`src/rtl/sbp_pkg.sv`:
```
package sbp_pkg;

  typedef enum logic [1:0] {
    OP_NONE = 2'd0,
    OP_ADD  = 2'd1,
    OP_SUB  = 2'd2
  } booth_op_e;

  typedef struct packed {
    logic sum;
    logic carry;
  } fa_t;

  function automatic fa_t full_add(input logic a, input logic b, input logic c);
    fa_t r;
    r.sum   = a ^ b ^ c;
    r.carry = (a & b) | (a & c) | (b & c);
    return r;
  endfunction

endpackage

```
`src/rtl/sbp_booth_recoder.sv`:
```
module sbp_booth_recoder
  import sbp_pkg::*;
(
  input  logic      clk,
  input  logic      rst_n,
  input  logic      step_en,
  input  logic      frame_clr,
  input  logic      bit_in,
  output booth_op_e op
);

  logic prev_q;
  logic prev_d;
  logic prev_eff;

  // previous bit reads as zero on the first bit of a frame
  always_comb begin
    prev_eff = frame_clr ? 1'b0 : prev_q;
  end

  always_comb begin
    unique case ({bit_in, prev_eff})
      2'b10:   op = OP_SUB;
      2'b01:   op = OP_ADD;
      default: op = OP_NONE;
    endcase
  end

  always_comb begin
    prev_d = step_en ? bit_in : prev_q;
  end

  always_ff @(posedge clk or negedge rst_n) begin
    if (!rst_n) prev_q <= 1'b0;
    else        prev_q <= prev_d;
  end

  // two equal consecutive accepted bits inside a frame never act
  p_equal_pair_idle_r5: assert property (@(posedge clk) disable iff (!rst_n)
    (step_en && $past(step_en) && !frame_clr && (bit_in == $past(bit_in)))
      |-> (op == OP_NONE));

  // a frame never starts with an add
  p_start_no_add_r6: assert property (@(posedge clk) disable iff (!rst_n)
    frame_clr |-> (op != OP_ADD));

  // a stalled cycle leaves the previous-bit state alone
  p_prev_hold_r7: assert property (@(posedge clk) disable iff (!rst_n)
    !step_en |=> (prev_q == $past(prev_q)));

endmodule

```
`src/rtl/sbp_cell.sv`:
```
module sbp_cell
  import sbp_pkg::*;
(
  input  logic      clk,
  input  logic      rst_n,
  input  logic      step_en,
  input  logic      frame_clr,
  input  logic      mc_bit,
  input  booth_op_e op,
  input  logic      sum_in,
  output logic      sum_out
);

  logic carry_q;
  logic carry_d;
  logic carry_eff;
  logic addend;
  fa_t  fa;

  always_comb begin
    unique case (op)
      OP_ADD:  addend = mc_bit;
      OP_SUB:  addend = ~mc_bit;
      default: addend = 1'b0;
    endcase
  end

  always_comb begin
    carry_eff = frame_clr ? 1'b0 : carry_q;
    fa        = full_add(sum_in, addend, carry_eff);
    sum_out   = fa.sum;
    carry_d   = step_en ? fa.carry : carry_q;
  end

  always_ff @(posedge clk or negedge rst_n) begin
    if (!rst_n) carry_q <= 1'b0;
    else        carry_q <= carry_d;
  end

  // with no operation selected a clear carry cannot become set
  p_idle_no_carry_r5: assert property (@(posedge clk) disable iff (!rst_n)
    (step_en && !frame_clr && (op == OP_NONE) && !carry_q) |=> !carry_q);

  // a stalled cycle leaves the carry alone
  p_carry_hold_r7: assert property (@(posedge clk) disable iff (!rst_n)
    !step_en |=> $stable(carry_q));

endmodule

```
`src/rtl/sbp_out_stage.sv`:
```
module sbp_out_stage
  import sbp_pkg::*;
(
  input  logic clk,
  input  logic rst_n,
  input  logic step_en,
  input  logic frame_clr,
  input  logic raw_bit,
  input  logic sub_now,
  output logic prod_bit,
  output logic prod_valid
);

  logic fix_q;
  logic fix_d;
  logic fix_eff;
  logic bit_q;
  logic bit_d;
  logic vld_q;
  logic vld_d;
  fa_t  fa;

  // serial correction adder: adds the +1 of every subtraction at its weight
  always_comb begin
    fix_eff = frame_clr ? 1'b0 : fix_q;
    fa      = full_add(raw_bit, sub_now, fix_eff);
    fix_d   = step_en ? fa.carry : fix_q;
    bit_d   = step_en ? fa.sum : bit_q;
    vld_d   = step_en;
  end

  always_ff @(posedge clk or negedge rst_n) begin
    if (!rst_n) begin
      fix_q <= 1'b0;
      bit_q <= 1'b0;
      vld_q <= 1'b0;
    end else begin
      fix_q <= fix_d;
      bit_q <= bit_d;
      vld_q <= vld_d;
    end
  end

  assign prod_bit   = bit_q;
  assign prod_valid = vld_q;

  // an accepted bit produces a valid output one clock later
  p_one_clock_latency_r4: assert property (@(posedge clk) disable iff (!rst_n)
    step_en |=> prod_valid);

  // no accepted bit, no valid output, and the output bit holds
  p_stall_no_valid_r7: assert property (@(posedge clk) disable iff (!rst_n)
    !step_en |=> (!prod_valid && $stable(prod_bit)));

endmodule

```
`src/rtl/sbp_booth_mult.sv`:
```
module sbp_booth_mult
  import sbp_pkg::*;
#(
  parameter int MCAND_W = 8
) (
  input  logic               clk,
  input  logic               rst_n,
  input  logic               load_en,
  input  logic [MCAND_W-1:0] mcand_in,
  input  logic               bit_valid,
  input  logic               frame_start,
  input  logic               bit_in,
  output logic               prod_bit,
  output logic               prod_valid
);

  localparam int CELLS = MCAND_W + 1;  // data cells plus sign guard

  logic [MCAND_W-1:0] mcand_q;
  logic [MCAND_W-1:0] mcand_d;
  logic [MCAND_W-1:0] psum_q;
  logic [MCAND_W-1:0] psum_d;
  logic [MCAND_W-1:0] psum_eff;
  logic [CELLS-1:0]   cell_sum;
  logic               frame_clr;
  logic               sub_now;
  booth_op_e          op;

  // multiplicand holding register
  always_comb begin
    mcand_d = load_en ? mcand_in : mcand_q;
  end

  always_ff @(posedge clk or negedge rst_n) begin
    if (!rst_n) mcand_q <= '0;
    else        mcand_q <= mcand_d;
  end

  // frame start only counts on an accepted bit
  always_comb begin
    frame_clr = frame_start & bit_valid;
    psum_eff  = frame_clr ? '0 : psum_q;
    sub_now   = (op == OP_SUB);
  end

  sbp_booth_recoder u_recoder (
    .clk       (clk),
    .rst_n     (rst_n),
    .step_en   (bit_valid),
    .frame_clr (frame_clr),
    .bit_in    (bit_in),
    .op        (op)
  );

  // cell g reads the partial sum at its own weight; its sum drops one place.
  // The guard cell stands for every cell above the word: they all share
  // one state, so it reads and rewrites the top partial-sum bit.
  for (genvar g = 0; g < CELLS; g++) begin : g_cell
    logic sum_in_w;
    logic mc_w;
    if (g < MCAND_W) begin : g_data
      assign sum_in_w = psum_eff[g];
      assign mc_w     = mcand_q[g];
    end else begin : g_guard
      assign sum_in_w = psum_eff[MCAND_W-1];
      assign mc_w     = mcand_q[MCAND_W-1];
    end
    sbp_cell u_cell (
      .clk       (clk),
      .rst_n     (rst_n),
      .step_en   (bit_valid),
      .frame_clr (frame_clr),
      .mc_bit    (mc_w),
      .op        (op),
      .sum_in    (sum_in_w),
      .sum_out   (cell_sum[g])
    );
  end

  always_comb begin
    psum_d = bit_valid ? cell_sum[CELLS-1:1] : psum_q;
  end

  always_ff @(posedge clk or negedge rst_n) begin
    if (!rst_n) psum_q <= '0;
    else        psum_q <= psum_d;
  end

  sbp_out_stage u_out (
    .clk        (clk),
    .rst_n      (rst_n),
    .step_en    (bit_valid),
    .frame_clr  (frame_clr),
    .raw_bit    (cell_sum[0]),
    .sub_now    (sub_now),
    .prod_bit   (prod_bit),
    .prod_valid (prod_valid)
  );

  // a load captures the presented multiplicand
  p_load_capture_r2: assert property (@(posedge clk) disable iff (!rst_n)
    load_en |=> (mcand_q == $past(mcand_in)));

  // without a load the multiplicand holds
  p_mcand_hold_r2: assert property (@(posedge clk) disable iff (!rst_n)
    !load_en |=> $stable(mcand_q));

  // a cycle without an accepted bit leaves the partial sums alone
  p_psum_hold_r9: assert property (@(posedge clk) disable iff (!rst_n)
    !bit_valid |=> $stable(psum_q));

  // outputs come out of reset idle
  p_reset_idle_r1: assert property (@(posedge clk)
    !rst_n |=> (!prod_valid && !prod_bit));

endmodule

```
`config.mk`:
```
export PLATFORM = sky130hd
export DESIGN_NAME = sbp_booth_mult
export DESIGN_NICKNAME = d
export VERILOG_FILES = /design/src/rtl/sbp_pkg.sv /design/src/rtl/sbp_booth_recoder.sv /design/src/rtl/sbp_cell.sv /design/src/rtl/sbp_out_stage.sv /design/src/rtl/sbp_booth_mult.sv
export SDC_FILE = /design/constraint.sdc
export NUM_CORES = 1
export LEC_CHECK = 0
export ABC_CLOCK_PERIOD_IN_PS = 2500
export BUFFER_PORTS_ARGS = -buffer_cell sky130_fd_sc_hd__buf_2
export CAP_MARGIN = 5
export CORE_AREA = 4 4 70 53
export CTS_BUF_LIST = sky130_fd_sc_hd__clkbuf_16
export CTS_CLUSTER_SIZE = 28
export DETAILED_ROUTE_END_ITERATION = 8
export DIE_AREA = 0 0 74 57
export HOLD_SLACK_MARGIN = 0.08
export PLACE_DENSITY = 0.72
export SLEW_MARGIN = 0
export SYNTH_ARGS = -nofsm -noshare
export SYNTH_HDL_FRONTEND = slang
export SYNTH_SLANG_ARGS = --single-unit
```
`constraint.sdc`:
```
create_clock -name clk -period 2.5 [get_ports clk]
set_clock_uncertainty 0.15 [all_clocks]
set_input_delay 0.25 -clock clk [delete_from_list [all_inputs] [get_ports clk]]
set_output_delay 0.25 -clock clk [all_outputs]
set_load 0.02 [all_outputs]
```
After elaboration in Yosys (flattened, before gate mapping)
Index checks and enable logic that the tools add are counted.
- register bits: 29
- output and inout port bits: 2
- input bits: 14
- logic and storage cells: 117
- equality and inequality tests: 4
- mux-type cells: 21
- bitwise operators: 77
- operators by type and width (cell ; count):
    bitwise AND 1 bit ; 30
    bitwise OR 1 bit ; 20
    bitwise XOR 1 bit ; 19
    case mux 1 bit (2 select lines) ; 8
    2-to-1 mux 1 bit ; 11
    2-to-1 mux 8 bit ; 1
    inverter 1 bit ; 8
    equality test 2 x 1 -> 1 bit (second input constant) ; 2
    equality test 2 bit (second input constant) ; 2
    case mux 2 bit (2 select lines) ; 1

Longest topological paths before layout
Gate-level depths: netlist of run 1.
- depth in word-level cells: 11
- mapped depth: 7
- gate-level depth less buffers: 5

By module
From an unflattened synthesis of run 1, not the netlist that was laid out.
- cell total of the unflattened synthesis: 151
- area, all modules: 1647.8 µm²
- modules (own cells, without submodules) (module ; times used ; seq. area each (µm²) ; area each (µm²) ; cells an instance):
    sbp_cell ; 9 ; 25.0 ; 85.1 ; 10
    sbp_booth_mult ; 1 ; 400.4 ; 689.4 ; 45
    sbp_out_stage ; 1 ; 75.1 ; 136.4 ; 11
    sbp_booth_recoder ; 1 ; 25.0 ; 56.3 ; 5

Worst setup path before layout of run 1
Ideal clock, no wire load.
- path type: reg2reg
- start point: reg u_recoder.prev_q
- end point: reg u_out.bit_q, in the netlist u_out.prod_bit
- arrival: 2.063 ns
- buffers on the path: 1
- setup time: 0.127 ns
- stages on the path, launching flop included: 7
- period minus slack after synthesis: 2.340 ns
- required time: 2.223 ns
- path slack: 0.160 ns
- cell sequence: dfrtp_1 a21bo_1 buf_6 mux2i_1 fa_1 fa_1 mux2_1
- RTL lines (element ; line ; RTL):
    start, declared ; sbp_booth_recoder.sv:12 ; logic prev_q;
    start signal, assigned ; sbp_booth_recoder.sv:35 ; else prev_q <= prev_d;
    end signal, assigned ; sbp_out_stage.sv:39 ; bit_q <= bit_d;
    end, declared ; sbp_out_stage.sv:17 ; logic bit_q;

==> results of run 1 <==
## cell type report
cell class              count  area, um2
repair buffers             27        188
clock inverters             2       7.51
multi-input cells          86        714
clock buffers               5        125
inverters                   7       26.3
fillers                   251       1210
flip-flops and latches     29        726
well taps                  38       47.5
## repair_timing
action,4_1_cts,5_1_grt
endpoints found under the setup margin,0,0
endpoints found under the hold margin,37,0
buffers inserted,0,0
hold buffers,9,0
## registers in the layout, indices dropped and copies added, names as in the netlist
signal,cells
g_cell.u_cell.carry_q,9
mcand_q,8
psum_q,8
u_out.fix_q,1
u_out.prod_bit,1
u_out.prod_valid,1
u_recoder.prev_q,1
## layout by cell type (no fill, tap or decap), drive strengths merged
cell	synthesis	layout
dlygate4sd3	0	9
a21oi	10	10
mux2	12	12
nand2b	2	2
and2	3	3
nor2b	8	8
clkbuf	1	5
a32oi	7	7
dfrtp	29	29
nand2	16	16
mux2i	8	8
a21bo	1	1
buf	8	18
inv	7	8
fa	10	10
clkinv	0	1
nor2	9	9
## cell families (layout without fill, tap and decap cells)
kind of cell | count (synthesis) | in the layout | synth area share [%]
buffers and inverters | 16 | 41 | 5.81
and+or+nand+nor | 38 | 38 | 11.6
DFF | 29 | 29 | 47.5
adders and majority gates | 10 | 10 | 13.1
AOI/OAI and AO/OA | 18 | 18 | 7.94
muxes | 20 | 20 | 14.1
## worst paths after layout
path	from	to	slack (ns)	depth (start not counted)
worst min register to register	u_out.prod_bit	u_out.prod_bit	0.33	1
worst max-delay path	u_recoder.prev_q	u_out.prod_bit	0.15	5
max in group asynchronous	rst_n	psum_q[2]	1.39	2
worst min-delay path	bit_valid	u_out.fix_q	0.19	2
min in group asynchronous	rst_n	psum_q[0]	0.40	2
worst max register to register	u_recoder.prev_q	u_out.prod_bit	0.15	5
## metal layers
| metal | track usage [%] | wire, um | vias up |
|---|---|---|---|
| met1 | 20.0 | 1210 | 476 |
| met4 | 3.88 | 25 | 0 |
| li1 | - | - | 483 |
| met2 | 22.2 | 1250 | 21 |
| met5 | 0 | 0 | - |
| met3 | 6.34 | 113 | 4 |
## power by group
part / internal [mW] / switching, mW / leakage, nW
Clock: 0.353 / 0.174 / 0.0685
Combinational: 0.195 / 0.228 / 0.415
Sequential: 0.606 / 0.0739 / 0.347
## synth_stat cells
| library cell | number |
|---|---|
| nand2b_1 | 2 |
| clkbuf_1 | 1 |
| buf_2 | 5 |
| inv_1 | 7 |
| nor2_1 | 9 |
| nand2_1 | 15 |
| mux2i_1 | 8 |
| a21oi_1 | 10 |
| mux2_2 | 9 |
| fa_1 | 10 |
| nor2b_1 | 8 |
| a21bo_1 | 1 |
| nand2_2 | 1 |
| dfrtp_1 | 29 |
| and2_1 | 3 |
| mux2_1 | 3 |
| buf_6 | 3 |
| a32oi_1 | 7 |
## stage by stage
stage / std cells / setup WS (ns)
2_1_floorplan: 131 / 0.160
3_3_place_gp: 178 / 0.216
3_5_place_dp: 178 / 0.134
4_1_cts: 194 / 0.126
5_1_grt: 194 / 0.0380
6_report: 194 / 0.152
## worst reg2reg max path: stages (launching register included)
cell and delay, ns:
dfrtp_1 0.38, a21bo_1 0.22, mux2i_1 0.25, fa_1 0.48, fa_1 0.46, mux2_1 0.29
==> impl_metrics.toml, run 1 <==
[global_route]
grt_pass1_wl_mm = 4.71
grt_max_degree = 30
grt_pass1_vias = 1026
grt.overflow.total = 0
antenna_found_initial = 0
track_usage_pct = 14.8

[route]
drtIter0Drc = 73
post_drt_via_cell_ratio = 5.07
ant_nets = 0
wl_per_cell_um = 13.4
routed_wirelength_mm = 2.59
drtPass1Iterations = 4
drc = 0
vias = 984

[critical_path]
start_kind = "register"
cp_data_required_time_ns = 2.50
critPathMaxFanout = 3
crit_buf_inv = 0
crit_type = "register to register"
cp_common_cell = "fa_1"
crit_arrival_ns = 2.34
crit_chain = "a21bo_1, mux2i_1, fa_1, fa_1, mux2_1"
worst_setup_path_end_kind = "register"
slowest_stage = "fa_1"
cp_top_family = "adder cells"
max_stage_delay_ns = 0.48

[cts]
clk_pin_slew_ns = 0.04
cts_buffer_depth = 2
clockRootBuffer = "clkbuf_16"
cts-resized-gates = 0
h-tree-depth = 2
cts_buffers = 5
clk_latency_ns = 0.27
cts.sink_count = 29
cts_tree = "built"

[floorplanning]
core.rowCount = 17
dieArea_um2 = 4220
core-area_um2 = 3040
io_pins = 16
die_height_um = 57
die_w_um = 74
initial_core_util_pct = 50.3

[timing]
worst_pin_slew_ns = 0.634
slew_headroom_pct = 57.7
setup_viol = 0
rsz0062_at_grt = "no"
holdWs_ns = 0.193
fin_crit_ns = 2.35
finalCritPeriodShare_pct = 93.9
hold_viol_final = 0
fmax_mhz = 426
slew_viol_final = 0
fin_tns_setup_ns = 0

[cells_and_area]
drive_above_1_share_pct = 21.2
antenna_cells = 0
syn2layout_area_growth_pct = 20.0
fin_area_um2 = 1830
final_util_pct = 60.3
nNetsFinal = 180

[yosys]
ys_ff_latch = 29
yosysTopAreaCell = "dfrtp_1"
yosys.area.top_type_share_pct = 47.5
syn_avg_cell_area_um2 = 11.7
yosysSeqAreaShare_pct = 47.5
syn_nets = 155
synth_area_leaders = "dfrtp_1 47%, fa_1 13%, mux2_2 6.6%"
yosysWarnings = 0
ys_types = 18
synthCells = 131
syn_area_um2 = 1530

[run_status]
outcome = "finished clean"

[placement]
place_area_um2 = 1610
dp_hpwl_mm = 1.85
gp_congestion = 0.713
port_buffers = 15

[worst_hold_path]
hp-class = "primary input to register"

[power]
power_mw = 1.63
leakage_nw = 0.831
p_per_area_nw_per_um2 = 888
ir_drop_mv = 0.509

[run]
drv_cap = 0
(Power assumes the default switching activity.)
==> inputs of run 2 (changes only) <==
--- a/config.mk
+++ b/config.mk
@@ -8,13 +8,15 @@
 export ABC_CLOCK_PERIOD_IN_PS = 2500
 export BUFFER_PORTS_ARGS = -buffer_cell sky130_fd_sc_hd__buf_2
 export CAP_MARGIN = 5
-export CORE_AREA = 4 4 70 53
+export CELL_PAD_IN_SITES_DETAIL_PLACEMENT = 1
+export CELL_PAD_IN_SITES_GLOBAL_PLACEMENT = 1
+export CORE_AREA = 4 4 78 58
 export CTS_BUF_LIST = sky130_fd_sc_hd__clkbuf_16
 export CTS_CLUSTER_SIZE = 28
 export DETAILED_ROUTE_END_ITERATION = 8
-export DIE_AREA = 0 0 74 57
+export DIE_AREA = 0 0 82 62
 export HOLD_SLACK_MARGIN = 0.08
-export PLACE_DENSITY = 0.72
+export PLACE_DENSITY = 0.71
 export SLEW_MARGIN = 0
 export SYNTH_ARGS = -nofsm -noshare
 export SYNTH_HDL_FRONTEND = slang
==> run 2 against run 1 <==
Against the previous run:
- combinational power grew 5.7%
- sequential share of layout area shrank 0.72 points
- cell area up 1.8%
- utilization is 11 points lower
- die area is 21% higher
- count of clock-buffer cells in the layout did not move
- critical path type unchanged
==> impl_metrics.toml, run 2 (same netlist as run 1, synthesis figures left out) <==
[worst_hold_path]
hp-class = "primary input to register"
holdCritStartpoint = "bit_in"
hold_depth = 2
min_delay_worst_endpoint = "u_recoder.prev_q"

[timing]
slew_viol_final = 0
fin_crit_ns = 2.42
setup_viol = 0
finalCritPeriodShare_pct = 96.7
fmax_mhz = 414
worst_pin_slew_ns = 0.698
hold_viol_final = 0
fin_tns_setup_ns = 0
slew_headroom_pct = 53.5
rsz0062_at_grt = "no"

[route]
wl_met2_mm = 1.65
vias = 1026
drtPass1Iterations = 4
drt-met1-wl_mm = 1.56
wl_per_cell_um = 16.1
met3_length_um = 102
ant_nets = 0
drtIter0Drc = 29
routed_wirelength_mm = 3.39
post_drt_via_cell_ratio = 4.89
topRoutingLayerUsed = "met4"
drc = 0

[floorplanning]
dieArea_um2 = 5080
die_w_um = 82
initial_core_util_pct = 40.2
die_height_um = 62
core.rowCount = 19
io_pins = 16
core-area_um2 = 3800

[power]
power_mw = 1.68
seqPwrFrac_pct = 40.4
p_int_mw = 1.16
p_per_area_nw_per_um2 = 900
switchingPower_mw = 0.517
swShare_pct = 30.7
power_frac_comb_pct = 26.6
ir_drop_mv = 0.380
leakage_nw = 0.833
p_clk_share_pct = 33.0

[cts]
clk_pin_slew_ns = 0.05
clk_latency_ns = 0.27
h-tree-depth = 2
cts.sink_count = 29
cts_buffers = 5
cts_tree = "built"
cts_buffer_depth = 2
clockRootBuffer = "clkbuf_16"

[global_route]
grt_pass1_vias = 1178
grt_pass1_wl_mm = 5.82
grt_max_degree = 30
grt.overflow.total = 0
track_usage_pct = 16.3
antenna_found_initial = 0

[placement]
gp_congestion = 0.717
placed_cells = 193
place_area_um2 = 1640
port_buffers = 15
dp_hpwl_mm = 2.29

[critical_path]
cp_data_required_time_ns = 2.50
crit_chain = "a21bo_1, mux2i_2, fa_1, fa_1, mux2_1"
rrSetupSlack_ns = 0.08
slowest_stage = "fa_1"
worst_setup_path_end_kind = "register"
r2r_start = "u_recoder.prev_q"
crit_arrival_ns = 2.41
max_stage_delay_ns = 0.48
critPathMaxFanout = 3
reg2reg_depth = 5
crit_type = "register to register"
rr_endpoint = "u_out.prod_bit"
cp_common_cell = "fa_1"
start_kind = "register"

[cells_and_area]
finalNonFillerCells = 210
largest_reg_flops = 9
register_area_um2 = 726
regMostFlops = "g_cell.u_cell.carry_q"
final_common_cell = "dfrtp_1"
fillerInstances = 417
final_cell_mix = "29 x dfrtp_1, 15 x nand2_1, 15 x buf_2, 10 x a21oi_1, 10 x fa_1"
drive_above_1_share_pct = 22.8
fin_area_um2 = 1870
syn2layout_area_growth_pct = 22.2
nNetsFinal = 181
reg_top3 = "g_cell.u_cell.carry_q x9, mcand_q x8, psum_q x8"
multi_input_area_um2 = 718
antenna_cells = 0

[run]
drv_cap = 0

[run_status]
outcome = "finished clean"
## run 2: changes by cell type in the layout (fill, tap and decap cells not counted)
cell	before	now
clkinv_1	1	2
inv_1	8	7
buf_4	3	4
mux2i_2	0	1
clkinv_2	0	1
mux2i_1	8	7
## run 2: layout make-up
cell class,count,share of cell area (%)
clock inverter,3,0.670
clock buffer,5,6.70
multi-input combinational,86,38.4
timing repair buffer,28,10.4
tap,52,3.48
inverter,7,1.41
sequential,29,38.8
## run 2: power by group through the flow
stage / sequential, mW / clock [mW] / combinational (mW)
after global placement: 0.674 / 0 / 0.395
after global routing: 0.696 / 0.591 / 0.530
after CTS: 0.683 / 0.564 / 0.460
final: 0.680 / 0.555 / 0.447
after detailed placement: 0.685 / 0 / 0.446
after floorplan: 0.673 / 0 / 0.311
## run 2: how the worst max path moves through the flow
stage / from / slack (ns) / endpoint
floorplan: u_recoder.prev_q / 0.16 / u_out.prod_bit
global placement: u_recoder.prev_q / 0.23 / u_out.prod_bit
detailed placement: u_recoder.prev_q / 0.12 / u_out.prod_bit
CTS: u_recoder.prev_q / 0.05 / u_out.prod_bit
global route: u_recoder.prev_q / 0.01 / u_out.prod_bit
finish: u_recoder.prev_q / 0.08 / u_out.prod_bit
## run 2: metal layers
metal  vias to the layer above  GRT usage (%)
li1                        483              -
met1                       517           19.5
met2                        20           27.0
met3                         6           4.47
met4                         0           9.24
met5                         -              0
## run 2: timing repair
action	in CTS	in global routing
hold endpoints to repair	37	0
hold buffers	9	0
resized for setup	0	1
setup buffers	0	0
endpoints found under the setup margin	0	1
## run 2: worst max-delay path: cells and delay by family (launching register included)
family / cells / cell delay (ns)
multiplexers: 2 / 0.57
adder cells (fa/ha/maj): 2 / 0.96
AO/OA/AOI/OAI: 1 / 0.24
flip-flops: 1 / 0.38
## run 2: stage by stage
step | setup WS, ns | hold slack, ns | utilization, %
floorplan | 0.160 | -0.196 | -
finish | 0.0834 | 0.198 | 49.1
detailed placement | 0.119 | 0.172 | 43.0
CTS | 0.0505 | 0.189 | 49.0
global route | 0.0124 | 0.209 | 49.1
global placement | 0.225 | 0.154 | 43.0
==> inputs of run 3 (changes only) <==
--- a/config.mk
+++ b/config.mk
@@ -8,13 +8,11 @@
 export ABC_CLOCK_PERIOD_IN_PS = 2500
 export BUFFER_PORTS_ARGS = -buffer_cell sky130_fd_sc_hd__buf_2
 export CAP_MARGIN = 5
-export CELL_PAD_IN_SITES_DETAIL_PLACEMENT = 1
-export CELL_PAD_IN_SITES_GLOBAL_PLACEMENT = 1
-export CORE_AREA = 4 4 78 58
+export CORE_AREA = 4 4 60 62
 export CTS_BUF_LIST = sky130_fd_sc_hd__clkbuf_16
 export CTS_CLUSTER_SIZE = 28
 export DETAILED_ROUTE_END_ITERATION = 8
-export DIE_AREA = 0 0 82 62
+export DIE_AREA = 0 0 64 66
 export HOLD_SLACK_MARGIN = 0.08
 export PLACE_DENSITY = 0.71
 export SLEW_MARGIN = 0
==> run 3 against run 2 <==
Against the previous run:
- combinational power down 6.9%
- clock power down 1%
- register-to-register slack better by 0.05 ns
- cell area down 1.2%
- worst hold slack worse by 0.11 ns
- sequential share of layout area up 0.47 points
- global-route usage down 1.5 points
- die area down 17%
- routed wire length down 27%
- largest cell class unchanged
==> impl_metrics.toml, run 3 (same netlist as run 1, synthesis figures left out) <==
[critical_path]
start_kind = "register"
cp_common_cell = "fa_1"
crit_type = "register to register"
max_stage_delay_ns = 0.48
slowest_stage = "fa_1"
worst_setup_path_end_kind = "register"
critPathMaxFanout = 3
crit_chain = "a21bo_1, mux2i_1, fa_1, fa_1, mux2_1"
cp_data_required_time_ns = 2.50
crit_arrival_ns = 2.36

[global_route]
track_usage_pct = 14.8
grt.overflow.total = 0
antenna_found_initial = 0
grt_max_degree = 30
grt_pass1_wl_mm = 4.58
grt_pass1_vias = 1033

[placement]
gp_congestion = 0.665
pre_cts_ws_ns = 0.127
placed_cells = 185
dp_hpwl_mm = 1.78
port_buffers = 15
place_area_um2 = 1630

[cts]
cts_buffer_depth = 2
cts_tree = "built"
cts_buffers = 5
clk_latency_ns = 0.27
postCtsSetupRepairBufs = 0
h-tree-depth = 2
cts.sink_count = 29
clk_pin_slew_ns = 0.05
clockRootBuffer = "clkbuf_16"

[timing]
setup_viol = 0
slew_viol_final = 0
slew_headroom_pct = 57.8
setup_slack_ns = 0.135
fmax_mhz = 423
rsz0062_at_grt = "no"
worst_pin_slew_ns = 0.634
finalCritPeriodShare_pct = 94.6
fin_crit_ns = 2.37
hold_viol_final = 0
fin_tns_setup_ns = 0

[floorplanning]
core.rowCount = 20
die_height_um = 66
dieArea_um2 = 4220
core-area_um2 = 3030
die_w_um = 64
io_pins = 16
initial_core_util_pct = 50.5

[cells_and_area]
syn2layout_area_growth_pct = 20.7
final_util_pct = 61.0
final_cell_mix = "29 x dfrtp_1, 15 x nand2_1, 15 x buf_2, 10 x a21oi_1, 10 x fa_1"
final_common_cell = "dfrtp_1"
nNetsFinal = 180
largest_reg_flops = 9
drive_above_1_share_pct = 22.9
fin_area_um2 = 1850
antenna_cells = 0
fillerInstances = 242
reg_top3 = "g_cell.u_cell.carry_q x9, mcand_q x8, psum_q x8"
regMostFlops = "g_cell.u_cell.carry_q"
finalNonFillerCells = 201

[route]
drtIter0Drc = 19
wl_per_cell_um = 12.3
routed_wirelength_mm = 2.47
post_drt_via_cell_ratio = 4.84
ant_nets = 0
drtPass1Iterations = 4
vias = 973
drc = 0

[run_status]
outcome = "finished clean"

[power]
p_int_mw = 1.16
power_frac_comb_pct = 25.4
seqPwrFrac_pct = 41.1
ir_drop_mv = 0.458
leakage_nw = 0.838
p_per_area_nw_per_um2 = 887
swShare_pct = 29.2
p_clk_share_pct = 33.5
switchingPower_mw = 0.478

[worst_hold_path]
hp-class = "primary input to register"

[run]
drv_cap = 0
-- run 3: final timing paths --
kind,start,end,slack [ns],cells after the start
max in group asynchronous,rst_n,u_out.fix_q,1.40,2
min reg2reg,u_out.fix_q,u_out.fix_q,0.34,1
max reg2reg,u_recoder.prev_q,u_out.prod_bit,0.13,5
min in group asynchronous,rst_n,g_cell[1].u_cell.carry_q,0.39,2
min,mcand_in[2],mcand_q[2],0.08,2
max,u_recoder.prev_q,u_out.prod_bit,0.13,5
-- run 3: metrics by stage --
| step | power (mW) | hold slack [ns] |
|---|---|---|
| floorplan | 0.984 | -0.196 |
| global placement | 1.06 | 0.149 |
| detailed placement | 1.10 | 0.159 |
| CTS | 1.67 | 0.0817 |
| global route | 1.77 | 0.0892 |
| finish | 1.64 | 0.0831 |
-- run 3: power groups by stage --
stage	logic (mW)	registers (mW)	clock network [mW]
finish	0.416	0.672	0.549
global route	0.493	0.689	0.588
CTS	0.430	0.673	0.564
detailed placement	0.420	0.678	0
global placement	0.385	0.674	0
floorplan	0.311	0.673	0
-- run 3: critical path: cells and delay by family (launching register included) --
kind	cells	cell delay (ns)
mux	2	0.55
fa+ha+maj	2	0.95
flops	1	0.38
compound gates	1	0.22
-- run 3: per-layer routing --
layer | GRT usage [%] | share of wire (%)
met1 | 16.2 | 43
met3 | 5.10 | 4.9
met4 | 9.70 | 3.0
met2 | 24.4 | 49
met5 | 0 | 0
-- run 3: cell type report --
class,instances,area [um2],area share (%)
well taps,44,55.1,2.98
flip-flops and latches,29,726,39.3
clock buffers,5,125,6.78
repair buffers,27,185,10.0
clock inverters,3,13.8,0.746
multi-input cells,86,714,38.7
inverters,7,26.3,1.42
-- run 3: repair_timing --
| action | 4_1_cts | 5_1_grt |
|---|---|---|
| resized for setup | 0 | 0 |
| hold endpoints to repair | 36 | 0 |
| hold buffers | 8 | 0 |
| setup endpoints to repair | 0 | 0 |
